--- src/rtl/cstamp_pkg.sv ---
package cstamp_pkg;
  localparam int BASE_W = 56;
  localparam int VIEW_W = 32;
  localparam int SH_W   = 5;
  localparam int CFG_W  = 32;
  localparam int MS_DIV = 19200;

  // Field positions of the configuration word (consumers decode these).
  localparam int LOG_SH_LSB  = 0;
  localparam int LOG_SEL_BIT = 7;
  localparam int TAG_SH_LSB  = 8;
  localparam int XL_SH_LSB   = 16;

  typedef struct packed {
    logic            log_sel;
    logic [SH_W-1:0] log_sh;
    logic [SH_W-1:0] tag_sh;
    logic [SH_W-1:0] xl_sh;
  } cfg_t;

  function automatic cfg_t decode_cfg(input logic [CFG_W-1:0] w);
    cfg_t c;
    c.log_sel = w[LOG_SEL_BIT];
    c.log_sh  = w[LOG_SH_LSB +: SH_W];
    c.tag_sh  = w[TAG_SH_LSB +: SH_W];
    c.xl_sh   = w[XL_SH_LSB +: SH_W];
    return c;
  endfunction
endpackage

--- src/rtl/cstamp_base_ctr.sv ---
module cstamp_base_ctr #(
  parameter int W = 56
) (
  input  logic         clk,
  input  logic         rst,
  input  logic         tick,
  input  logic         load,
  input  logic [W-1:0] load_val,
  output logic [W-1:0] cnt
);
  localparam logic [W-1:0] ONE = W'(1);

  always_ff @(posedge clk) begin
    if (rst)       cnt <= '0;
    else if (load) cnt <= load_val;
    else if (tick) cnt <= cnt + ONE;
  end
endmodule

--- src/rtl/cstamp_ms_ctr.sv ---
module cstamp_ms_ctr #(
  parameter int DIV = 19200,
  parameter int W   = 32
) (
  input  logic         clk,
  input  logic         rst,
  input  logic         tick,
  output logic [W-1:0] ms
);
  localparam int PW = (DIV > 1) ? $clog2(DIV) : 1;
  localparam logic [PW-1:0] PRE_LAST = PW'(DIV - 1);

  logic [PW-1:0] pre_q;
  logic          wrap;

  assign wrap = tick && (pre_q == PRE_LAST);

  always_ff @(posedge clk) begin
    if (rst) begin
      pre_q <= '0;
      ms    <= '0;
    end else if (tick) begin
      pre_q <= wrap ? '0 : pre_q + PW'(1);
      if (wrap) ms <= ms + W'(1);
    end
  end
endmodule

--- src/rtl/cstamp_view.sv ---
module cstamp_view #(
  parameter int IN_W    = 56,
  parameter int OUT_W   = 32,
  parameter int SH_W    = 5,
  parameter bit HAS_ALT = 1'b0
) (
  input  logic             clk,
  input  logic             rst,
  input  logic [IN_W-1:0]  base,
  input  logic [SH_W-1:0]  shift,
  input  logic             use_shift,
  input  logic [OUT_W-1:0] alt_val,
  output logic [OUT_W-1:0] view
);
  logic [IN_W-1:0]  shifted;
  logic [OUT_W-1:0] next_view;

  assign shifted = base >> shift;

  generate
    if (HAS_ALT) begin : g_alt
      assign next_view = use_shift ? shifted[OUT_W-1:0] : alt_val;
    end else begin : g_plain
      logic unused_ok;
      assign unused_ok = use_shift ^ (^alt_val);
      assign next_view = shifted[OUT_W-1:0];
    end
  endgenerate

  always_ff @(posedge clk) begin
    if (rst) view <= '0;
    else     view <= next_view;
  end
endmodule

--- src/rtl/coarse_stamp_unit.sv ---
module coarse_stamp_unit
  import cstamp_pkg::*;
#(
  parameter int BW  = BASE_W,
  parameter int VW  = VIEW_W,
  parameter int DIV = MS_DIV
) (
  input  logic             clk,
  input  logic             rst,
  input  logic             ref_tick,
  input  logic             ts_load,
  input  logic [BW-1:0]    ts_load_val,
  input  logic             cfg_wr,
  input  logic [CFG_W-1:0] cfg_wdata,
  output logic [BW-1:0]    base_ts,
  output logic [VW-1:0]    log_ts,
  output logic [VW-1:0]    tag_ts,
  output logic [VW-1:0]    xlat_ts
);
  localparam int NV = 3;

  cfg_t          cfg_q;
  logic [VW-1:0] ms_q;
  logic [SH_W-1:0] sh_arr  [NV];
  logic [VW-1:0]   view_arr[NV];

  always_ff @(posedge clk) begin
    if (rst)         cfg_q <= '0;
    else if (cfg_wr) cfg_q <= decode_cfg(cfg_wdata);
  end

  cstamp_base_ctr #(.W(BW)) u_base (
    .clk(clk), .rst(rst), .tick(ref_tick),
    .load(ts_load), .load_val(ts_load_val), .cnt(base_ts)
  );

  cstamp_ms_ctr #(.DIV(DIV), .W(VW)) u_ms (
    .clk(clk), .rst(rst), .tick(ref_tick), .ms(ms_q)
  );

  assign sh_arr[0] = cfg_q.log_sh;
  assign sh_arr[1] = cfg_q.tag_sh;
  assign sh_arr[2] = cfg_q.xl_sh;

  for (genvar g = 0; g < NV; g++) begin : g_view
    cstamp_view #(
      .IN_W(BW), .OUT_W(VW), .SH_W(SH_W), .HAS_ALT(g == 0)
    ) u_view (
      .clk(clk), .rst(rst), .base(base_ts), .shift(sh_arr[g]),
      .use_shift(cfg_q.log_sel), .alt_val(ms_q), .view(view_arr[g])
    );
  end

  assign log_ts  = view_arr[0];
  assign tag_ts  = view_arr[1];
  assign xlat_ts = view_arr[2];
endmodule

--- config.mk ---
export PLATFORM = sky130hd
export DESIGN_NAME = coarse_stamp_unit
export DESIGN_NICKNAME = d
export VERILOG_FILES = /design/src/rtl/cstamp_pkg.sv /design/src/rtl/cstamp_base_ctr.sv /design/src/rtl/cstamp_ms_ctr.sv /design/src/rtl/cstamp_view.sv /design/src/rtl/coarse_stamp_unit.sv
export SDC_FILE = /design/constraint.sdc
export NUM_CORES = 1
export LEC_CHECK = 0
export CORE_ASPECT_RATIO = 1.25
export CORE_MARGIN = 5
export CORE_UTILIZATION = 25
export DETAILED_ROUTE_END_ITERATION = 12
export DONT_BUFFER_PORTS = 1
export PLACE_DENSITY = 0.36
export RECOVER_POWER = 100
export SYNTH_ARGS = -nofsm -noshare
export SYNTH_HDL_FRONTEND = slang
export SYNTH_SLANG_ARGS = --single-unit
--- constraint.sdc ---
create_clock -name clk -period 3.3 [get_ports clk]
set_input_delay 0.495 -clock clk [delete_from_list [all_inputs] [get_ports clk]]
set_output_delay 0.495 -clock clk [all_outputs]
set_load 0.005 [all_outputs]
==> results of run 1 <==
[layout make-up]
cell class              count  share of cell area
well taps                 856              0.0574
flip-flops and latches    215               0.231
repair buffers            115              0.0403
diodes                      7            0.000939
clock buffers              35              0.0417
multi-input cells        1416               0.611
clock inverters            18              0.0107
inverters                  31             0.00624
[cell usage after synthesis (all sizes together) (42+ instances only)]
master / number
nand3: 42
buf: 51
nor2: 192
clkbuf: 164
o22ai: 49
mux2: 61
nand2: 209
dfxtp: 215
nand4: 44
o21ai: 91
mux2i: 152
mux4: 147
a21oi: 77
[sequential cells by signal, summed over array words and instances (netlist names)]
name	flops
u_ms.ms	32
u_ms.pre_q	15
u_base.cnt	56
cfg_q	16
g_view.u_view.view	96
[per-stage QoR]
stage               instances  hold WS (ps)  cell area (µm²)
global route             2690          24.0            18600
finish                   2693          45.1            18600
CTS                      2686          2.97            18900
detailed placement       2629           451            17800
global placement         2629           444            17800
floorplan                1877           431            16700
[routing by layer]
| layer | track usage | part of all wire | vias up |
|---|---|---|---|
| met4 | 0.0714 | 0.042 | 6 |
| met2 | 0.378 | 0.52 | 600 |
| met1 | 0.242 | 0.38 | 7800 |
| li1 | - | - | 6964 |
| met5 | 0 | 0.00043 | - |
| met3 | 0.0389 | 0.063 | 129 |
[layout by cell type (no fill, tap or decap), types with 14 or more instances in the layout]
cell	instances
mux2_1	15
and4_1	14
xnor2_1	14
a221oi_1	18
a211oi_1	26
buf_4	47
mux2i_1	152
nand4_1	43
nand3_1	42
nand2_1	209
nor4_1	16
o21ai_0	91
o31ai_1	23
dfxtp_1	211
o22ai_1	49
nor3_1	21
and3_1	17
nor2_1	192
mux2_2	46
clkbuf_16	29
a21oi_1	77
inv_1	25
or4_1	23
xor2_1	27
clkbuf_1	57
mux4_2	144
[timing repair]
action,CTS,global route
endpoints found under the hold margin,33,0
hold buffers,4,0
buffers inserted,0,0
[where the power goes]
| part | switching (mW) | internal [mW] |
|---|---|---|
| logic | 1.10 | 0.750 |
| registers | 0.258 | 2.75 |
| clock network | 1.39 | 1.93 |
[path summary, 6_finish.rpt]
| path | start | to | slack (ps) | depth (start not counted) |
|---|---|---|---|---|
| setup reg to reg | u_base.cnt[37]$_SDFFE_PP0P_ | g_view[0].u_view.view[27]$_SDFF_PP0_ | 300 | 6 |
| hold / removal | ts_load_val[39] | u_base.cnt[39]$_SDFFE_PP0P_ | 50 | 1 |
| hold reg to reg | u_ms.ms[31]$_SDFFE_PP0P_ | g_view[0].u_view.view[31]$_SDFF_PP0_ | 460 | 2 |
| setup / recovery | u_base.cnt[37]$_SDFFE_PP0P_ | g_view[0].u_view.view[27]$_SDFF_PP0_ | 300 | 6 |
[kinds of logic after synthesis]
family / Yosys count
muxes: 360
and+or+nand+nor: 652
xor gates and xnor gates: 41
AOI/OAI and AO/OA: 360
adders and majority gates: 3
DFF: 215
buffers and inverters: 246
==> out/summary.txt, run 1 <==
WORST SETUP PATH
---------------------------------------------------------------------------------
Top Family by Delay on Critical Path                                 buffers and inverters
Startpoint type of the worst setup path                                      flop
Critical path's largest stage delay                                        940 ps
Number of buffer and inverter instances along the worst setup path              1
Cells traversed along the worst timing path                          clkbuf_1 -> mux4_2 -> nand2_1 -> nand2_1 -> mux2i_1 -> a2111oi_0
Crit-path slowest cell                                                   clkbuf_1
Required time at the endpoint of the critical path                        3710 ps
Critical Path AT                                                          3410 ps
Setup CP Type                                                             reg2reg
Kind of end point of the critical path                                       flop
Largest fanout on the critical path                                            17
Critical Path Most Common Cell                                            nand2_1

GRT
---------------------------------------------------------------------------------
Vias in the first global route                                              15200
Number of antenna violations at the first check in global routing              11
GRT overflow                                                                    0
Maximum number of pins on one net before global-route repair                   82
Wire length of the first global-routing pass                            112000 µm
Global-route usage over all layers                                          0.208

CELLS AND AREA
---------------------------------------------------------------------------------
Register area                                                            4320 µm²
P&R area growth vs syn                                                      11.9%
Fill cell count                                                              7036
Area of the multi-input gates                                           11400 µm²
Final standard cell utilization of the core                                 0.283
Post-layout nets                                                             1904
Layout cell share with drive strength beyond 1                              0.174

LOGIC SYNTHESIS
---------------------------------------------------------------------------------
Distinct cell type count after synthesis                                       70
Synthesized-area fraction occupied by ao, oa, aoi and oai cells             0.140
Post-synth ARST share                                                           0
Cell types with the largest area share after synthesis               dfxtp_1 26%, mux4_2 19%, mux2i_1 9.1%
XOR/XNOR Fraction of Synth Area                                            0.0216
Synthesis-stage register bit count                                            215
Count of flip-flops with a built-in enable after synthesis                      0
Instance count of the mapped netlist                                         1877
Net count after synthesis                                                    1973
Fraction of post-synthesis cell area in the top cell type by area           0.258
Mux cell area share after synthesis                                         0.332
Predominant post-synthesis flop cell                                      dfxtp_1
Total number of yosys warnings                                                  0
Library cell occupying the most area in the post-synthesis netlist        dfxtp_1
Main combinational cell family by area after synthesis               multiplexers
Simple logic cell fraction of the synthesized area                          0.188
Post-synthesis average cell area                                         8.88 µm²
Seq/Total Area, Yosys                                                       0.258
Post-synthesis instance area                                            16700 µm²
Adder-cell area share of the yosys netlist                                0.00225

DETAILED ROUTING
---------------------------------------------------------------------------------
Antenna viol nets, final                                                        0
Routed wire length                                                       78500 µm
First DRT Iteration DRCs                                                     1146
Number of design rule violations left after detail routing                      0
Wirelength per Cell                                                       29.2 µm
Total via count in the routed design                                        15500
Detailed-route vias per instance                                             5.76
Drt first pass iters                                                            7

STA
---------------------------------------------------------------------------------
RSZ-0062 raised after global routing                                        false
Top achievable clock speed                                              0.333 GHz
Tmin final                                                                3000 ps
Setup_tns                                                                    0 ps
PnR worst setup slack                                                      296 ps
Final period utilization                                                    0.910
Final-report max-slew violation count                                           0
Max-slew headroom                                                          0.0314
Worst-case clock skew                                                     20.6 ps
Total setup violations reported at the end of the flow                          0
Actual slew at the worst max-slew pin                                     1450 ps
Count of final hold-check violations                                            0

DIE
---------------------------------------------------------------------------------
Floorplan Core Area                                                     65800 µm²
Die X-Extent                                                               241 µm
Height of the die                                                          299 µm
Total die area                                                          71900 µm²
Site row count                                                                105
Starting Density                                                            0.253
Number of top-level pins                                                      245

PWR
---------------------------------------------------------------------------------
Max IR drop VDD                                                          0.323 mV
Total leakage power                                                       6.62 nW
P per Cell Area                                                        438 nW/µm²
Total power                                                               8.17 mW

CLOCK TREE
---------------------------------------------------------------------------------
H-tree depth                                                                    1
Clock latency on the worst-skew pair                                       590 ps
Clock tree from TritonCTS                                                   built
Clock-pin slew on the worst setup and hold paths                            60 ps
Number of CTS-inserted buffers                                                 29
Resized cells post-CTS                                                          0
Total number of clock tree sinks                                              215
Clock Path Buffers                                                              3
Clock Root Buffer                                                       clkbuf_16

JOB
---------------------------------------------------------------------------------
Max-cap viol count                                                              0

STATUS
---------------------------------------------------------------------------------
Outcome                                                                 completed

PLACEMENT
---------------------------------------------------------------------------------
Global placement routability congestion                                     0.877
Placement-stage worst setup slack                                          477 ps
Port Buffer Count                                                               0
Sum of net half-perimeters after detailed placement                      58000 µm

WORST HOLD PATH
---------------------------------------------------------------------------------
Path class of the lowest-slack min-delay path                              in2reg

(Power assumes the default switching activity.)
==> run 2, diff against run 1 <==
--- a/config.mk
+++ b/config.mk
@@ -5,9 +5,11 @@
 export SDC_FILE = /design/constraint.sdc
 export NUM_CORES = 1
 export LEC_CHECK = 0
+export ABC_AREA = 1
 export CORE_ASPECT_RATIO = 1.25
 export CORE_MARGIN = 5
 export CORE_UTILIZATION = 25
+export CTS_CLUSTER_SIZE = 12
 export DETAILED_ROUTE_END_ITERATION = 12
 export DONT_BUFFER_PORTS = 1
 export PLACE_DENSITY = 0.36
==> out/summary.txt, run 2 <==
STATUS
---------------------------------------------------------------------------------
Outcome                                                                 completed

LOGIC SYNTHESIS
---------------------------------------------------------------------------------
Synthesis-stage register bit count                                            215   unchanged
Post-synthesis instance area                                            17800 µm²   +6.5%
Predominant post-synthesis flop cell                                      dfxtp_1
Main combinational cell family by area after synthesis               simple AND/OR/NAND/NOR gates
Post-synthesis average cell area                                         5.63 µm²   -37%
Commonest cells in the synthesized netlist                           908 x nand2_1, 795 x nand3_1, 215 x dfxtp_1
Synthesized-area fraction occupied by ao, oa, aoi and oai cells             0.147   +0.00666
Instance count of the mapped netlist                                         3151   +68%
Net count after synthesis                                                    3247   +65%
Post-synth ARST share                                                           0   unchanged
Total number of yosys warnings                                                  0   unchanged
Adder-cell area share of the yosys netlist                                0.00211   -0.000138
Mux cell area share after synthesis                                      0.000564   -0.331
Cell types with the largest area share after synthesis               dfxtp_1 24%, nand3_1 22%, nand2_1 19%
XOR/XNOR Fraction of Synth Area                                            0.0128   -0.00873
Count leader, synth                                                       nand2_1
Count of flip-flops with a built-in enable after synthesis                      0   unchanged
Fraction of post-synthesis cell area in the top cell type by area           0.242   -0.0159
Simple logic cell fraction of the synthesized area                          0.498   +0.309
Seq/Total Area, Yosys                                                       0.242   -0.0159
Library cell occupying the most area in the post-synthesis netlist        dfxtp_1
Distinct cell type count after synthesis                                       45   -36%

CLOCK TREE
---------------------------------------------------------------------------------
H-tree depth                                                                    1   unchanged
Resized cells post-CTS                                                          0   unchanged
Clock Root Buffer                                                       clkbuf_16
# hold bufs at CTS                                                              5   +1
Total number of clock tree sinks                                              215   unchanged
Clock Path Buffers                                                              3   unchanged
Clock latency on the worst-skew pair                                       610 ps   +20 ps
Clock-pin slew on the worst setup and hold paths                            60 ps   about the same
Number of CTS-inserted buffers                                                 26   -10%
Number of setup buffers added after CTS                                         0   unchanged
Clock tree from TritonCTS                                                   built

WORST SETUP PATH
---------------------------------------------------------------------------------
Largest fanout on the critical path                                            49   +32
Launch point of the critical path                                    cfg_q[8]$_SDFFE_PP0P_
Worst reg2reg path startpoint                                        cfg_q[8]$_SDFFE_PP0P_
Required time at the endpoint of the critical path                        3760 ps   +50 ps
Setup CP Type                                                             reg2reg
Depth of the worst register-to-register path                                    7   +1
Critical Path AT                                                          3230 ps   -180 ps
FF-to-FF setup slack                                                       540 ps   +240 ps
Startpoint type of the worst setup path                                      flop
Kind of end point of the critical path                                       flop
Worst r2r dst                                                        g_view[1].u_view.view[4]$_SDFF_PP0_

DETAILED ROUTING
---------------------------------------------------------------------------------
Total via count in the routed design                                        21500   +39%
Number of design rule violations left after detail routing                      0   unchanged
Routed wire length                                                       96600 µm   +23%
Wirelength per Cell                                                       24.1 µm   -17%
Detailed-route vias per instance                                             5.37   -6.8%
Antenna viol nets, final                                                        0   unchanged
First DRT Iteration DRCs                                                     2193   +91%
Drt first pass iters                                                            6   -1

WORST HOLD PATH
---------------------------------------------------------------------------------
Path class of the lowest-slack min-delay path                              in2reg
Startpoint of the most critical hold path                                ref_tick
Worst hold stages                                                               2   +1
End point of the most critical hold path                             u_ms.pre_q[1]$_SDFFE_PP0P_

STA
---------------------------------------------------------------------------------
Max-slew headroom                                                           0.133   +0.101
RSZ-0062 raised after global routing                                        false
Tmin final                                                                2760 ps   -240 ps
Worst-case clock skew                                                     23.9 ps   +3.25 ps
Top achievable clock speed                                              0.362 GHz   +8.7%
Total setup violations reported at the end of the flow                          0   unchanged
Count of final hold-check violations                                            0   unchanged
Actual slew at the worst max-slew pin                                     1300 ps   -152 ps
Setup_tns                                                                    0 ps   unchanged
Final period utilization                                                    0.838   -0.0727
Final-report max-slew violation count                                           0   unchanged

CELLS AND AREA
---------------------------------------------------------------------------------
Leading registers by flop count                                      g_view.u_view.view x96, u_base.cnt x56, u_ms.ms x32
Finished Layout Cells                                                        4008   +49%
Post-layout nets                                                             3137   +65%
Fill cell count                                                              8239   +17%
Most frequent cells in the layout                                    911 x nand2_1, 797 x nand3_1, 215 x o21ai_0, 210 x dfxtp_1, 204 x nor2_1
Layout cell share with drive strength beyond 1                             0.0568   -0.117
Number of flip-flops in the largest register                                   96   unchanged
Biggest register                                                     g_view.u_view.view
Area of the multi-input gates                                           11700 µm²   +2.5%
Most common library cell in the layout ignoring fill and taps             nand2_1
P&R area growth vs syn                                                      9.51%
Register area                                                            4310 µm²   -0.15%

DIE
---------------------------------------------------------------------------------
Number of top-level pins                                                      245   unchanged
Floorplan Core Area                                                     70600 µm²   +7.3%
Site row count                                                                109   +3.8%
Total die area                                                          76500 µm²   +6.3%
Height of the die                                                          308 µm   +3.1%
Die X-Extent                                                               248 µm   +3.1%
Starting Density                                                            0.251   -0.00185

GRT
---------------------------------------------------------------------------------
GRT overflow                                                                    0   unchanged
Maximum number of pins on one net before global-route repair                   67   -18%
Global-route usage over all layers                                          0.242   +0.0344
Wire length of the first global-routing pass                            139000 µm   +24%
Vias in the first global route                                              20500   +35%
Number of antenna violations at the first check in global routing               9   -2

PLACEMENT
---------------------------------------------------------------------------------
Cell count after placement                                                   3951   +50%
Port Buffer Count                                                               0   unchanged
Sum of net half-perimeters after detailed placement                      73700 µm   +27%
Global placement routability congestion                                     0.919   +4.8%

PWR
---------------------------------------------------------------------------------
Total leakage power                                                       7.62 nW   +15%
P per Cell Area                                                        426 nW/µm²   -2.8%
Max IR drop VDD                                                          0.388 mV   +20%

JOB
---------------------------------------------------------------------------------
Max-cap viol count                                                              0   unchanged

run 2: cell type report:
type / instances / area share
multi-input combinational: 2523 / 0.601
clock buffer: 37 / 0.0387
antenna: 4 / 0.000515
timing repair buffer: 107 / 0.0405
sequential: 215 / 0.222
clock inverter: 11 / 0.00418
inverter: 168 / 0.0324
tap: 943 / 0.0607
run 2: metrics by stage:
step | hold slack (ps) | power, mW | setup slack [ps] | cell area, µm² | util
after floorplan | 452 | 4.54 | 1640 | 17800 | -
after detailed placement | 481 | 5.40 | 910 | 18600 | 0.264
after global placement | 469 | 5.41 | 914 | 18600 | 0.264
after CTS | 4.76 | 8.40 | 873 | 19600 | 0.277
final | 43.9 | 8.28 | 536 | 19400 | 0.275
after global routing | 9.40 | 8.75 | 376 | 19400 | 0.275
run 2: cells by family after synthesis:
kind of cell	Yosys count
buffers and inverters	413
AOI/OAI and AO/OA	491
and+or+nand+nor	2002
muxes	1
adders and majority gates	3
DFF	215
xor gates and xnor gates	26
run 2: layer usage:
layer  GRT usage  part of all wire  up-vias
li1            -                 -    10400
met1       0.296              0.41    10200
met2       0.432              0.50      772
met3      0.0301             0.054      136
met4      0.0941             0.045        0
met5           0                 0        -
run 2: how the worst max path moves through the flow:
stage,end,cells past startpoint
final,g_view[1].u_view.view[4]$_SDFF_PP0_,7
after global routing,u_base.cnt[28]$_SDFFE_PP0P_,7
after CTS,g_view[2].u_view.view[12]$_SDFF_PP0_,7
after detailed placement,g_view[2].u_view.view[12]$_SDFF_PP0_,7
after global placement,g_view[0].u_view.view[6]$_SDFF_PP0_,10
after floorplan,u_base.cnt[52]$_SDFFE_PP0P_,10
run 2: power breakdown:
part	leakage (nW)	internal, mW	total (mW)	switching [mW]
Clock	0.417	1.59	2.89	1.30
Sequential	1.77	2.77	3.04	0.263
Combinational	5.44	0.688	2.35	1.67
run 2: worst max-delay path, cell delays in order (launching register included):
cell and delay [ps]:
dfxtp_1 300, clkbuf_2 680, inv_1 130, clkbuf_2 630, nand2_1 350, nand2_1 70
o21ai_0 370, nor2_1 90
==> run 3, diff against run 2 <==
--- a/config.mk
+++ b/config.mk
@@ -12,7 +12,7 @@
 export CTS_CLUSTER_SIZE = 12
 export DETAILED_ROUTE_END_ITERATION = 12
 export DONT_BUFFER_PORTS = 1
-export PLACE_DENSITY = 0.36
+export PLACE_DENSITY = 0.38
 export RECOVER_POWER = 100
 export SYNTH_ARGS = -nofsm -noshare
 export SYNTH_HDL_FRONTEND = slang
==> constraint.sdc (replaced) <==
create_clock -name clk -period 2.45 [get_ports clk]
set_input_delay 0.3675 -clock clk [delete_from_list [all_inputs] [get_ports clk]]
set_output_delay 0.3675 -clock clk [all_outputs]
set_load 0.005 [all_outputs]
==> out/summary.txt, run 3 (same netlist as run 2, synthesis figures left out) <==
PWR
---------------------------------------------------------------------------------
Share of total power consumed by net switching                              0.378   -0.0119
Design internal power                                                     7.20 mW   +42%
Sequential share of power                                                   0.345   -0.022
Total power                                                               11.6 mW   +40%
P per Cell Area                                                        554 nW/µm²   +30%
Comb pwr share                                                              0.299   +0.015
Switching pwr                                                             4.37 mW   +35%
Max IR drop VDD                                                          0.490 mV   +26%
Clock network power share                                                   0.355   +0.006
Total leakage power                                                       8.28 nW   +8.7%

STA
---------------------------------------------------------------------------------
Actual slew at the worst max-slew pin                                     1180 ps   -117 ps
Setup_tns                                                                    0 ps   unchanged
Count of final hold-check violations                                            0   unchanged
RSZ-0062 raised after global routing                                        false
Worst hold-check slack                                                    33.1 ps   -10.9 ps
Final-report max-slew violation count                                           0   unchanged
Total setup violations reported at the end of the flow                          0   unchanged
Max-slew headroom                                                           0.210   +0.0773
Final period utilization                                                    0.941   +0.103
Top achievable clock speed                                              0.434 GHz   +20%
Tmin final                                                                2310 ps   -459 ps
Worst-case clock skew                                                     15.1 ps   -8.75 ps

DETAILED ROUTING
---------------------------------------------------------------------------------
Drt first pass iters                                                            5   -1
Total via count in the routed design                                        21900   +1.9%
Detailed-route vias per instance                                             5.29   -1.4%
Routed wire length                                                       93200 µm   -3.5%
Number of design rule violations left after detail routing                      0   unchanged
First DRT Iteration DRCs                                                     2078   -5.2%
Wirelength per Cell                                                       22.5 µm   -6.6%
Antenna viol nets, final                                                        0   unchanged

WORST SETUP PATH
---------------------------------------------------------------------------------
Number of buffer and inverter instances along the worst setup path              2   -1
Top Family by Delay on Critical Path                                 buffers and inverters
FF-to-FF setup slack                                                       140 ps   -390 ps
Critical Path AT                                                          2790 ps   -440 ps
Worst r2r dst                                                        g_view[1].u_view.view[2]$_SDFF_PP0_
Largest fanout on the critical path                                             7   -86%
Required time at the endpoint of the critical path                        2930 ps   -830 ps
Depth of the worst register-to-register path                                    8   +1
Worst reg2reg path startpoint                                        u_base.cnt[8]$_SDFFE_PP0P_
Crit-path slowest cell                                               dlygate4sd3_1
Critical Path Most Common Cell                                            nand3_1
Cells traversed along the worst timing path                          clkbuf_1 -> o21ai_0 -> nand2_1 -> nand3_1 -> nand3_1 -> nand3_1 -> a21oi_1 -> dlygate4sd3_1
Setup CP Type                                                             reg2reg
Startpoint type of the worst setup path                                      flop
Kind of end point of the critical path                                       flop
Critical path's largest stage delay                                        540 ps   -140 ps

GRT
---------------------------------------------------------------------------------
Maximum number of pins on one net before global-route repair                  124   +85%
Global-route usage over all layers                                          0.234   -0.00805
GRT overflow                                                                    0   unchanged
Number of antenna violations at the first check in global routing               3   -6
Wire length of the first global-routing pass                            136000 µm   -1.8%
Vias in the first global route                                              21000   +2.2%

CLOCK TREE
---------------------------------------------------------------------------------
Clock Root Buffer                                                       clkbuf_16
Number of CTS-inserted buffers                                                 27   +3.8%
Clock Path Buffers                                                              3   unchanged
Clock latency on the worst-skew pair                                       610 ps   about the same
Total number of clock tree sinks                                              215   unchanged
H-tree depth                                                                    1   unchanged
Clock-pin slew on the worst setup and hold paths                            70 ps   about the same
Clock tree from TritonCTS                                                   built

CELLS AND AREA
---------------------------------------------------------------------------------
Most frequent cells in the layout                                    912 x nand2_1, 796 x nand3_1, 211 x o21ai_0, 206 x dfxtp_1, 201 x nor2_1
Number of flip-flops in the largest register                                   96   unchanged
Final standard cell utilization of the core                                 0.296   +0.0204
Leading registers by flop count                                      g_view.u_view.view x96, u_base.cnt x56, u_ms.ms x32
Biggest register                                                     g_view.u_view.view
P&R area growth vs syn                                                      17.6%
Post-layout nets                                                             3271   +4.3%
Layout cell share with drive strength beyond 1                             0.0714   +0.0145
Most common library cell in the layout ignoring fill and taps             nand2_1

WORST HOLD PATH
---------------------------------------------------------------------------------
End point of the most critical hold path                             u_base.cnt[38]$_SDFFE_PP0P_
Startpoint of the most critical hold path                                 ts_load
Path class of the lowest-slack min-delay path                              in2reg
Worst hold stages                                                               2   unchanged

DIE
---------------------------------------------------------------------------------
Total die area                                                          76500 µm²   unchanged
Die X-Extent                                                               248 µm   unchanged
Floorplan Core Area                                                     70600 µm²   unchanged
Height of the die                                                          308 µm   unchanged
Number of top-level pins                                                      245   unchanged
Starting Density                                                            0.251   unchanged
Site row count                                                                109   unchanged

JOB
---------------------------------------------------------------------------------
Max-cap viol count                                                              0   unchanged

PLACEMENT
---------------------------------------------------------------------------------
Sum of net half-perimeters after detailed placement                      71600 µm   -2.9%
Port Buffer Count                                                               0   unchanged
Global placement routability congestion                                     0.918   -0.11%

STATUS
---------------------------------------------------------------------------------
Outcome                                                                 completed

==> run 3: cell count changes in the layout (fill, tap and decap cells not counted), moves of 3 or more <==
| cell | delta |
|---|---|
| clkbuf_2 | -3 |
| nor2_2 | +3 |
| o21ai_0 | -4 |
| dfxtp_2 | +3 |
| dlygate4sd3_1 | +74 |
| o21ai_1 | +4 |
| buf_12 | +20 |
| nor2_1 | -3 |
| dfxtp_1 | -4 |
| buf_4 | +24 |
| clkbuf_1 | +15 |
==> run 3: stage by stage <==
step,instances,worst slack [ps],instance area (µm²)
after CTS,4138,29.3,21000
after floorplan,3151,787,17800
after global routing,4139,6.37,20900
after detailed placement,4010,255,19300
final,4143,145,20900
after global placement,4010,232,19300
==> run 3: final cells by class <==
cell class,instances,area [µm²]
clock buffers,38,787
multi-input cells,2523,11700
fillers,8169,49800
repair buffers,240,2150
well taps,943,1180
flip-flops and latches,215,4320
clock inverters,11,108
inverters,168,631
diodes,5,12.5
==> run 3: timing repair <==
item | in CTS | in global routing
endpoints found under the hold margin | 156 | 0
hold buffers | 79 | 0
buffers inserted | 0 | 0
setup endpoints to repair | 0 | 8
resized for setup | 0 | 16
==> run 3: worst max path at each step <==
stage | startpoint | end | slack (ps) | cells past startpoint
3_5_place_dp | u_base.cnt[7]$_SDFFE_PP0P_ | u_base.cnt[49]$_SDFFE_PP0P_ | 260 | 7
2_1_floorplan | u_base.cnt[1]$_SDFFE_PP0P_ | u_base.cnt[52]$_SDFFE_PP0P_ | 790 | 10
6_report | u_base.cnt[8]$_SDFFE_PP0P_ | g_view[1].u_view.view[2]$_SDFF_PP0_ | 140 | 8
3_3_place_gp | u_base.cnt[7]$_SDFFE_PP0P_ | u_base.cnt[49]$_SDFFE_PP0P_ | 230 | 7
4_1_cts | u_base.cnt[27]$_SDFFE_PP0P_ | g_view[1].u_view.view[2]$_SDFF_PP0_ | 30 | 11
5_1_grt | u_base.cnt[54]$_SDFFE_PP0P_ | g_view[1].u_view.view[30]$_SDFF_PP0_ | 6 | 8
==> run 3: power by group through the flow <==
stage                     Combinational (mW)  Clock, mW  Sequential [mW]
after global routing                    3.81       4.38             4.02
after global placement                  3.30          0             4.08
after CTS                               3.47       4.26             4.01
after floorplan                         2.18          0             3.92
after detailed placement                3.28          0             4.08
final                                   3.46       4.11             4.00
==> run 3: layer usage <==
metal	track usage	vias up	share of wire
met4	0.103	0	0.052
met2	0.407	773	0.48
li1	-	10600	-
met5	0	-	0
met3	0.0273	130	0.057
met1	0.290	10400	0.41
==> run 3: worst reg2reg max path, delay by kind of cell, from the launching register on <==
family	cells	cell delay, ps
buf+inv	2	750
simple gates	4	590
flops	1	430
compound gates	2	410
